**config.mk**
```make
export PLATFORM = sky130hd
export DESIGN_NAME = uart_irq_prio
export DESIGN_NICKNAME = d
export VERILOG_FILES = /design/src/rtl/uart_irq_pkg.sv /design/src/rtl/uart_irq_flag.sv /design/src/rtl/uart_irq_errcnt.sv /design/src/rtl/uart_irq_arb.sv /design/src/rtl/uart_irq_prio.sv
export SDC_FILE = /design/constraint.sdc
export NUM_CORES = 1
export LEC_CHECK = 0
export BUFFER_PORTS_ARGS = -buffer_cell sky130_fd_sc_hd__buf_2
export CAP_MARGIN = 20
export CORE_MARGIN = 4
export CORE_UTILIZATION = 35
export DETAILED_ROUTE_END_ITERATION = 8
export PLACE_DENSITY_LB_ADDON = 0.15
export SYNTH_ARGS = -nofsm -noshare
export SYNTH_HDL_FRONTEND = slang
export SYNTH_HIERARCHICAL = 1
export SYNTH_SLANG_ARGS = --single-unit
```
**constraint.sdc**
```tcl
create_clock -name clk -period 3.4 [get_ports clk]
set_input_delay 0.17 -clock clk [delete_from_list [all_inputs] [get_ports clk]]
set_output_delay 0.17 -clock clk [all_outputs]
set_load 0.02 [all_outputs]
```
**src/rtl/uart_irq_pkg.sv**
```systemverilog
package uart_irq_pkg;
   localparam int ID_W = 6;
   localparam int NUM_CLS = 7;

   typedef enum logic [ID_W-1:0] {
      ID_NONE = 6'b000001,
      ID_LINE = 6'b000110,
      ID_TMO  = 6'b001100,
      ID_DATA = 6'b000100,
      ID_THR  = 6'b000010,
      ID_MSR  = 6'b000000,
      ID_XOFF = 6'b010000,
      ID_FLOW = 6'b100000
   } irq_id_e;

   // class order inside the pending vector
   localparam int C_LINE = 0;
   localparam int C_TMO  = 1;
   localparam int C_DATA = 2;
   localparam int C_THR  = 3;
   localparam int C_MSR  = 4;
   localparam int C_XOFF = 5;
   localparam int C_FLOW = 6;
endpackage

```
**src/rtl/uart_irq_flag.sv**
```systemverilog
module uart_irq_flag (
   input  logic clk,
   input  logic rst,
   input  logic set_i,
   input  logic clr_i,
   output logic q_o
);
   // a set in the same cycle as a clear wins: the new event is not lost
   always_ff @(posedge clk or posedge rst) begin
      if (rst)        q_o <= 1'b0;
      else if (set_i) q_o <= 1'b1;
      else if (clr_i) q_o <= 1'b0;
   end
endmodule

```
**src/rtl/uart_irq_errcnt.sv**
```systemverilog
module uart_irq_errcnt #(
   parameter int FIFO_DEPTH = 64
) (
   input  logic clk,
   input  logic rst,
   input  logic push_i,
   input  logic pop_i,
   output logic any_o
);
   localparam int CW = $clog2(FIFO_DEPTH + 1);
   localparam logic [CW-1:0] CMAX = CW'(FIFO_DEPTH);

   if (FIFO_DEPTH < 2) begin : g_bad_depth
      $error("uart_irq_errcnt: FIFO_DEPTH must be at least 2");
   end

   logic [CW-1:0] cnt_q;

   always_ff @(posedge clk or posedge rst) begin
      if (rst) begin
         cnt_q <= '0;
      end else if (push_i && !pop_i && cnt_q != CMAX) begin
         cnt_q <= cnt_q + 1'b1;
      end else if (pop_i && !push_i && cnt_q != '0) begin
         cnt_q <= cnt_q - 1'b1;
      end
   end

   assign any_o = (cnt_q != '0);
endmodule

```
**src/rtl/uart_irq_arb.sv**
```systemverilog
module uart_irq_arb
   import uart_irq_pkg::*;
#(
   parameter bit TMO_FIRST = 1'b1
) (
   input  logic [NUM_CLS-1:0] pend_i,
   output logic [ID_W-1:0]    id_o,
   output logic               any_o
);
   logic [ID_W-1:0] lvl2_id;
   logic            lvl2_hit;

   assign lvl2_hit = pend_i[C_TMO] | pend_i[C_DATA];

   if (TMO_FIRST) begin : g_tmo_first
      assign lvl2_id = pend_i[C_TMO] ? ID_TMO : ID_DATA;
   end else begin : g_data_first
      assign lvl2_id = pend_i[C_DATA] ? ID_DATA : ID_TMO;
   end

   always_comb begin
      if (pend_i[C_LINE])      id_o = ID_LINE;
      else if (lvl2_hit)       id_o = lvl2_id;
      else if (pend_i[C_THR])  id_o = ID_THR;
      else if (pend_i[C_MSR])  id_o = ID_MSR;
      else if (pend_i[C_XOFF]) id_o = ID_XOFF;
      else if (pend_i[C_FLOW]) id_o = ID_FLOW;
      else                     id_o = ID_NONE;
   end

   assign any_o = |pend_i;
endmodule

```
**src/rtl/uart_irq_prio.sv**
```systemverilog
module uart_irq_prio
   import uart_irq_pkg::*;
#(
   parameter int FIFO_DEPTH = 64,
   parameter bit TMO_FIRST  = 1'b1,
   parameter int EN_W       = 6
) (
   input  logic            clk,
   input  logic            rst,
   input  logic [EN_W-1:0] src_en,
   input  logic            out_en,
   input  logic            rx_err_push,
   input  logic            rx_err_pop,
   input  logic            ovr_evt,
   input  logic            rx_tmo_evt,
   input  logic            rx_data_lvl,
   input  logic            tx_space_evt,
   input  logic            msr_chg_evt,
   input  logic            xoff_evt,
   input  logic            xon_evt,
   input  logic            spec_evt,
   input  logic            flow_chg_evt,
   input  logic            iir_rd,
   input  logic            lsr_rd,
   input  logic            msr_rd,
   input  logic            rhr_rd,
   input  logic            thr_wr,
   output logic            irq_o,
   output logic            irq_oe,
   output logic [ID_W-1:0] irq_id,
   output logic [ID_W-1:0] irq_id_rd
);
   if (EN_W != 6) begin : g_bad_en
      $error("uart_irq_prio: EN_W must be 6");
   end

   logic err_flag, ovr_pend, tmo_pend, thr_pend, msr_pend;
   logic xoff_pend, spec_pend, flow_pend, line_pend;
   logic [NUM_CLS-1:0] pend_raw, pend_msk;
   logic ack_thr, ack_flow, any_pend;

   uart_irq_errcnt #(.FIFO_DEPTH(FIFO_DEPTH)) u_errcnt (
      .clk(clk), .rst(rst), .push_i(rx_err_push), .pop_i(rx_err_pop),
      .any_o(err_flag)
   );

   // identification read acknowledges only the code being returned
   assign ack_thr  = iir_rd && (irq_id == ID_THR);
   assign ack_flow = iir_rd && (irq_id == ID_FLOW);

   uart_irq_flag u_ovr  (.clk(clk), .rst(rst), .set_i(ovr_evt),      .clr_i(lsr_rd),          .q_o(ovr_pend));
   uart_irq_flag u_tmo  (.clk(clk), .rst(rst), .set_i(rx_tmo_evt),   .clr_i(rhr_rd),          .q_o(tmo_pend));
   uart_irq_flag u_thr  (.clk(clk), .rst(rst), .set_i(tx_space_evt), .clr_i(thr_wr | ack_thr), .q_o(thr_pend));
   uart_irq_flag u_msr  (.clk(clk), .rst(rst), .set_i(msr_chg_evt),  .clr_i(msr_rd),          .q_o(msr_pend));
   uart_irq_flag u_xoff (.clk(clk), .rst(rst), .set_i(xoff_evt),     .clr_i(xon_evt),         .q_o(xoff_pend));
   uart_irq_flag u_spec (.clk(clk), .rst(rst), .set_i(spec_evt),     .clr_i(lsr_rd),          .q_o(spec_pend));
   uart_irq_flag u_flow (.clk(clk), .rst(rst), .set_i(flow_chg_evt), .clr_i(ack_flow),        .q_o(flow_pend));

   assign line_pend = err_flag | ovr_pend;

   always_comb begin
      pend_raw         = '0;
      pend_raw[C_LINE] = line_pend;
      pend_raw[C_TMO]  = tmo_pend;
      pend_raw[C_DATA] = rx_data_lvl;
      pend_raw[C_THR]  = thr_pend;
      pend_raw[C_MSR]  = msr_pend;
      pend_raw[C_XOFF] = xoff_pend | spec_pend;
      pend_raw[C_FLOW] = flow_pend;
   end

   assign pend_msk[C_LINE] = pend_raw[C_LINE] & src_en[0];
   assign pend_msk[C_TMO]  = pend_raw[C_TMO]  & src_en[1];
   assign pend_msk[C_DATA] = pend_raw[C_DATA] & src_en[1];
   assign pend_msk[C_THR]  = pend_raw[C_THR]  & src_en[2];
   assign pend_msk[C_MSR]  = pend_raw[C_MSR]  & src_en[3];
   assign pend_msk[C_XOFF] = pend_raw[C_XOFF] & src_en[4];
   assign pend_msk[C_FLOW] = pend_raw[C_FLOW] & src_en[5];

   uart_irq_arb #(.TMO_FIRST(TMO_FIRST)) u_arb (
      .pend_i(pend_msk), .id_o(irq_id), .any_o(any_pend)
   );

   always_ff @(posedge clk or posedge rst) begin
      if (rst)         irq_id_rd <= ID_NONE;
      else if (iir_rd) irq_id_rd <= irq_id;
   end

   assign irq_o  = any_pend;
   assign irq_oe = out_en;
endmodule

```
# Word level (Yosys, flattened, before mapping)
# Index checks and enable logic that the tools add are counted.
[word_totals]
ff_bits = 20
in_bits = 25
[classes]
n_eq_ne = 3
bitwise_logic = 11
n_addsub = 2
mux = 22
reduce_logical = 18
[ops]
columns = ["cell", "n"]
rows = [
  ["$mux W6", 6],
  ["$reduce_bool A2 Y1", 8],
  ["$mux W7", 2],
  ["$mux W1", 13],
  ["$add A7 B1 Y7 const B", 1],
  ["$and A1 B1 Y1", 7],
  ["$ne A7 B7 Y1 const B", 1],
  ["$reduce_bool A7 Y1", 1],
  ["$reduce_or A7 Y1", 1],
  ["$sub A7 B1 Y7 const B", 1],
  ["$eq A6 B2 Y1 const B", 1],
  ["$eq A6 B6 Y1 const B", 1],
  ["$logic_and A1 B1 Y1", 6],
  ["$mux W4", 1],
  ["$or A1 B1 Y1", 4],
  ["$logic_not A1 Y1", 2],
]

# Depth between registers and ports, before layout
[logic_depth]
ltp_word = 12
mapped_depth = 9

# By module
# Netlist, hierarchy kept.
[modules_own_cells]
columns = ["mod", "cells_each", "n_inst", "area_per_inst_um2", "seq_area_each_um2"]
rows = [
  ["uart_irq_errcnt", 57, 1, 619.3, 175.2],
  ["uart_irq_prio", 27, 1, 327.8, 151.4],
  ["uart_irq_flag", 4, 7, 40.0, 25.0],
  ["uart_irq_arb", 11, 1, 72.6, 0.0],
]

# Worst setup path before layout
# No wires, ideal clock.
[synth_timing]
kind = "register to register"
from = "register u_errcnt.cnt_q[0]"
to = "register u_errcnt.cnt_q[5]"
slack_ns = 0.953
arrival_time_ns = 2.383
stages_incl_launch_ff = 8
period_less_slack_ns = 2.447
n_path_buf = 0
setup_ns = 0.064
cell_sequence = "dfrtp_1 -> nor4_2 -> nand3_1 -> nand2_1 -> ha_1 -> or4b_2 -> o2111ai_1 -> mux2_4"
[synth_via]
elab_chain_cells = 3
word_cells_on_any_way = 9
cone_classes = "add/sub (2); eq/ne (1); mux (2); reduce/logical (4)"
[synth_lines]
columns = ["item", "line", "source"]
rows = [
  ["start, declared", "uart_irq_errcnt.sv:17", "logic [CW-1:0] cnt_q;"],
  ["start signal, assigned", "uart_irq_errcnt.sv:23", "cnt_q <= cnt_q + 1'b1;"],
  ["start signal, assigned", "uart_irq_errcnt.sv:25", "cnt_q <= cnt_q - 1'b1;"],
  ["$sub A7 B1 Y7, or another cell as far along", "uart_irq_errcnt.sv:25", ""],
  ["$mux W7, or another cell as far along", "uart_irq_errcnt.sv:24", "end else if (pop_i && !push_i && cnt_q != '0) begin"],
  ["$mux W7 / $reduce_bool A2 Y1 (equally long branches)", "-", ""],
]
# Several ways; a longest one is shown, not always the timed one. The select of a mux whose other input is x is not followed.
# A chain may end at the register's enable or synchronous reset.

# Final worst setup path
# Same ends and word-level chain as after synthesis.

==> reports/summary.txt <==
router iterations before antenna repair: 4
vias in the first global route: 999
Setup TNS: 0 ps
max incr delay on CP: 680 ps
Filler cells: 345
initial antenna violation count: 0
Area Growth Syn to Fin: 21.1%
status: finished, final reports clean
Syn Inst Count: 123
synth top area cells: dfrtp_1 (37%), inv_1 (6.4%), mux2_2 (6.1%)
residual overflow from global routing: 0
initial core utilization: 37.5%
Synth area leader: dfrtp_1
final slew viol count: 0
Post-Route WL: 2700 um
commonest non-fill, non-tap cell in the layout: buf_2
cell area after synthesis: 0.00130 sq mm
multi-input logic area: 697 sq um
unique cell type count in the Yosys netlist: 39
post-CTS sizing: 0
CP Data Required Time: 3600 ps
floorplan row count: 21
largest reg by FF count: u_errcnt/cnt_q
share of layout cells above drive strength 1: 37.7%
fmax: 0.377 GHz
Core Region: 0.00347 sq mm
Main synth FF type: dfrtp_1
Vias: 973
DRC: 0
synthesized flop and latch total: 20
Rel. slew slack: 75.4%
FFs w/ async S/R, synth: 100%
clock buffer count from CTS: 3
final std cells w/o fill: 208
internal power: 621 uW
fin crit period: 2650 ps
min-delay src: flow_chg_evt
Ports: 39
max-cap violation count: 0
crit path cell chain: nor4_2 -> nand3_1 -> nand2_1 -> ha_1 -> or4b_2 -> o2111ai_1 -> mux2_4
register area share after synthesis: 38.6%
CTS root buffer: clkbuf_8
antenna cells: 0
top cell type's share of synthesized area: 36.6%
worst r2r src: u_errcnt/cnt_q[0]
Avg WL per Cell: 13.0 um
DR iter-0 viols: 22
Net count, final: 195
RSZ-0062 raised after global routing: false
GPL Wtd Cong: 0.818
Seq pwr share: 36.7%
measured slew at the worst slew-check pin: 369 ps
Post-Route Utilization: 45.4%
most frequent cells in the layout: buf_2 (36), inv_1 (22), dfrtp_1 (19)
Setup Skew: 0.993 ps
post-synthesis xor/xnor area fraction: 2.69%
post-synthesis compound-gate area fraction: 14.5%
die extent in x: 68.9 um
CP Max Fanout: 8
Mean Syn Cell Area: 10.6 sq um
setup violators final: 0
Clk network pwr share: 16.6%
combinational family with the most area after synthesis: simple AND/OR/NAND/NOR gates
DP HPWL: 2220 um
clk_lat worst skew: 250 ps
Ys Warns: 6
first-pass GRT wire length: 4470 um
largest net degree at the start of global routing: 12
Regs by FF count: u_errcnt/cnt_q: 7 flops, irq_id_rd: 6 flops
CP startpoint kind: flip-flop
clk slew on worst S/H paths: 70 ps
Setup CP Type: flip-flop to flip-flop
final hold violation count: 0
Switch Pwr: 340 uW
Sink Count: 20
Post-Synth Adder-Cell Area: 7.31%
mux share of post-synthesis cell area: 13.4%
post-synthesis simple-gate area fraction: 15.7%
Gate power share: 46.7%
CTS tree: yes
# port buffers: 36
htree depth: 1
placed insts: 203
die footprint: 0.00475 sq mm
max reg flops: 7
Die Height: 68.9 um
VDD IR-drop max: 0.000317 V
Switching Fraction: 35.4%
period utilisation layout: 78.1%
DR vias/cell: 4.68
WP data arrival: 2850 ps
Slowest cell on crit path: or4b_2
Synth Net Count: 155
Tot GR Track Use: 12.7%
Reg area: 502 sq um
Max clock buf depth: 2
PwrDens: 610 mW/mm^2
Lkg Pwr: 0.807 nW
Hold Crit Class: input pin to flip-flop
Critical Path Sink Type: flip-flop
Final ANT Viol Nets: 0
start point of the critical path: u_errcnt/cnt_q[0]
number of synthesized flops with an enable pin: 0
total power: 960 uW
-- power by group through the flow --
stage / clock network (mW) / logic [mW] / registers [mW]
2_1_floorplan: 0 / 0.367 / 0.350
3_5_place_dp: 0 / 0.451 / 0.357
6_report: 0.160 / 0.448 / 0.352
4_1_cts: 0.166 / 0.453 / 0.354
3_3_place_gp: 0 / 0.441 / 0.357
5_1_grt: 0.180 / 0.503 / 0.363
-- cell families after synthesis --
family / count (synthesis)
xor+xnor: 4
flops: 20
buf+inv: 24
compound gates: 24
fa+ha+maj: 7
mux: 14
simple gates: 30
-- routing by layer --
layer | track usage, % | routed length, um | vias up
met3 | 1.94 | 166 | 4
met5 | 0 | 0 | -
met4 | 5.11 | 46 | 0
li1 | - | - | 498
met2 | 21.4 | 1240 | 27
met1 | 16.2 | 1240 | 444
-- final timing paths --
kind	cells after the start	slack [ps]	end
setup / recovery	7	750	u_errcnt/cnt_q[5]
hold / removal	2	90	u_flow/q_o
setup reg to reg	7	750	u_errcnt/cnt_q[5]
hold reg to reg	1	470	u_thr/q_o
max in group asynchronous	3	2680	irq_id_rd[0]
min in group asynchronous	3	380	u_msr/q_o
-- stage by stage --
stage | cell area (sq um) | worst slack [ps] | hold slack, ps
6_report | 1570 | 745 | 94.0
5_1_grt | 1570 | 534 | 86.7
4_1_cts | 1570 | 742 | 87.3
3_5_place_dp | 1520 | 756 | 94.8
3_3_place_gp | 1520 | 820 | 98.2
2_1_floorplan | 1300 | 953 | -101
-- final cells by class --
class / count / area share, %
clock buffers: 4 / 2.86
well taps: 46 / 3.66
flip-flops and latches: 20 / 31.9
repair buffers: 37 / 12.1
inverters: 22 / 5.25
multi-input cells: 79 / 44.3
-- synthesized netlist by cell type (3+ instances only) --
| master | instances |
|---|---|
| and2_1 | 6 |
| nand3_1 | 3 |
| mux2_4 | 5 |
| nand2_1 | 3 |
| inv_1 | 22 |
| ha_1 | 6 |
| nor2_1 | 4 |
| a21o_1 | 8 |
| dfrtp_1 | 19 |
| mux2_2 | 7 |
-- critical path: cells and delay by family, from the launching register on --
family | cells | cell delay (ps)
flip-flops | 1 | 460
multiplexers | 1 | 170
AND/OR/NAND/NOR | 4 | 1510
adder cells (fa/ha/maj) | 1 | 360
AO/OA/AOI/OAI | 1 | 110
-- what timing repair did --
item / CTS / global route
hold buffers: 1 / 0
hold endpoints to repair: 19 / 0
buffers inserted: 0 / 0
Note: power is estimated with default switching activity, not from simulation.
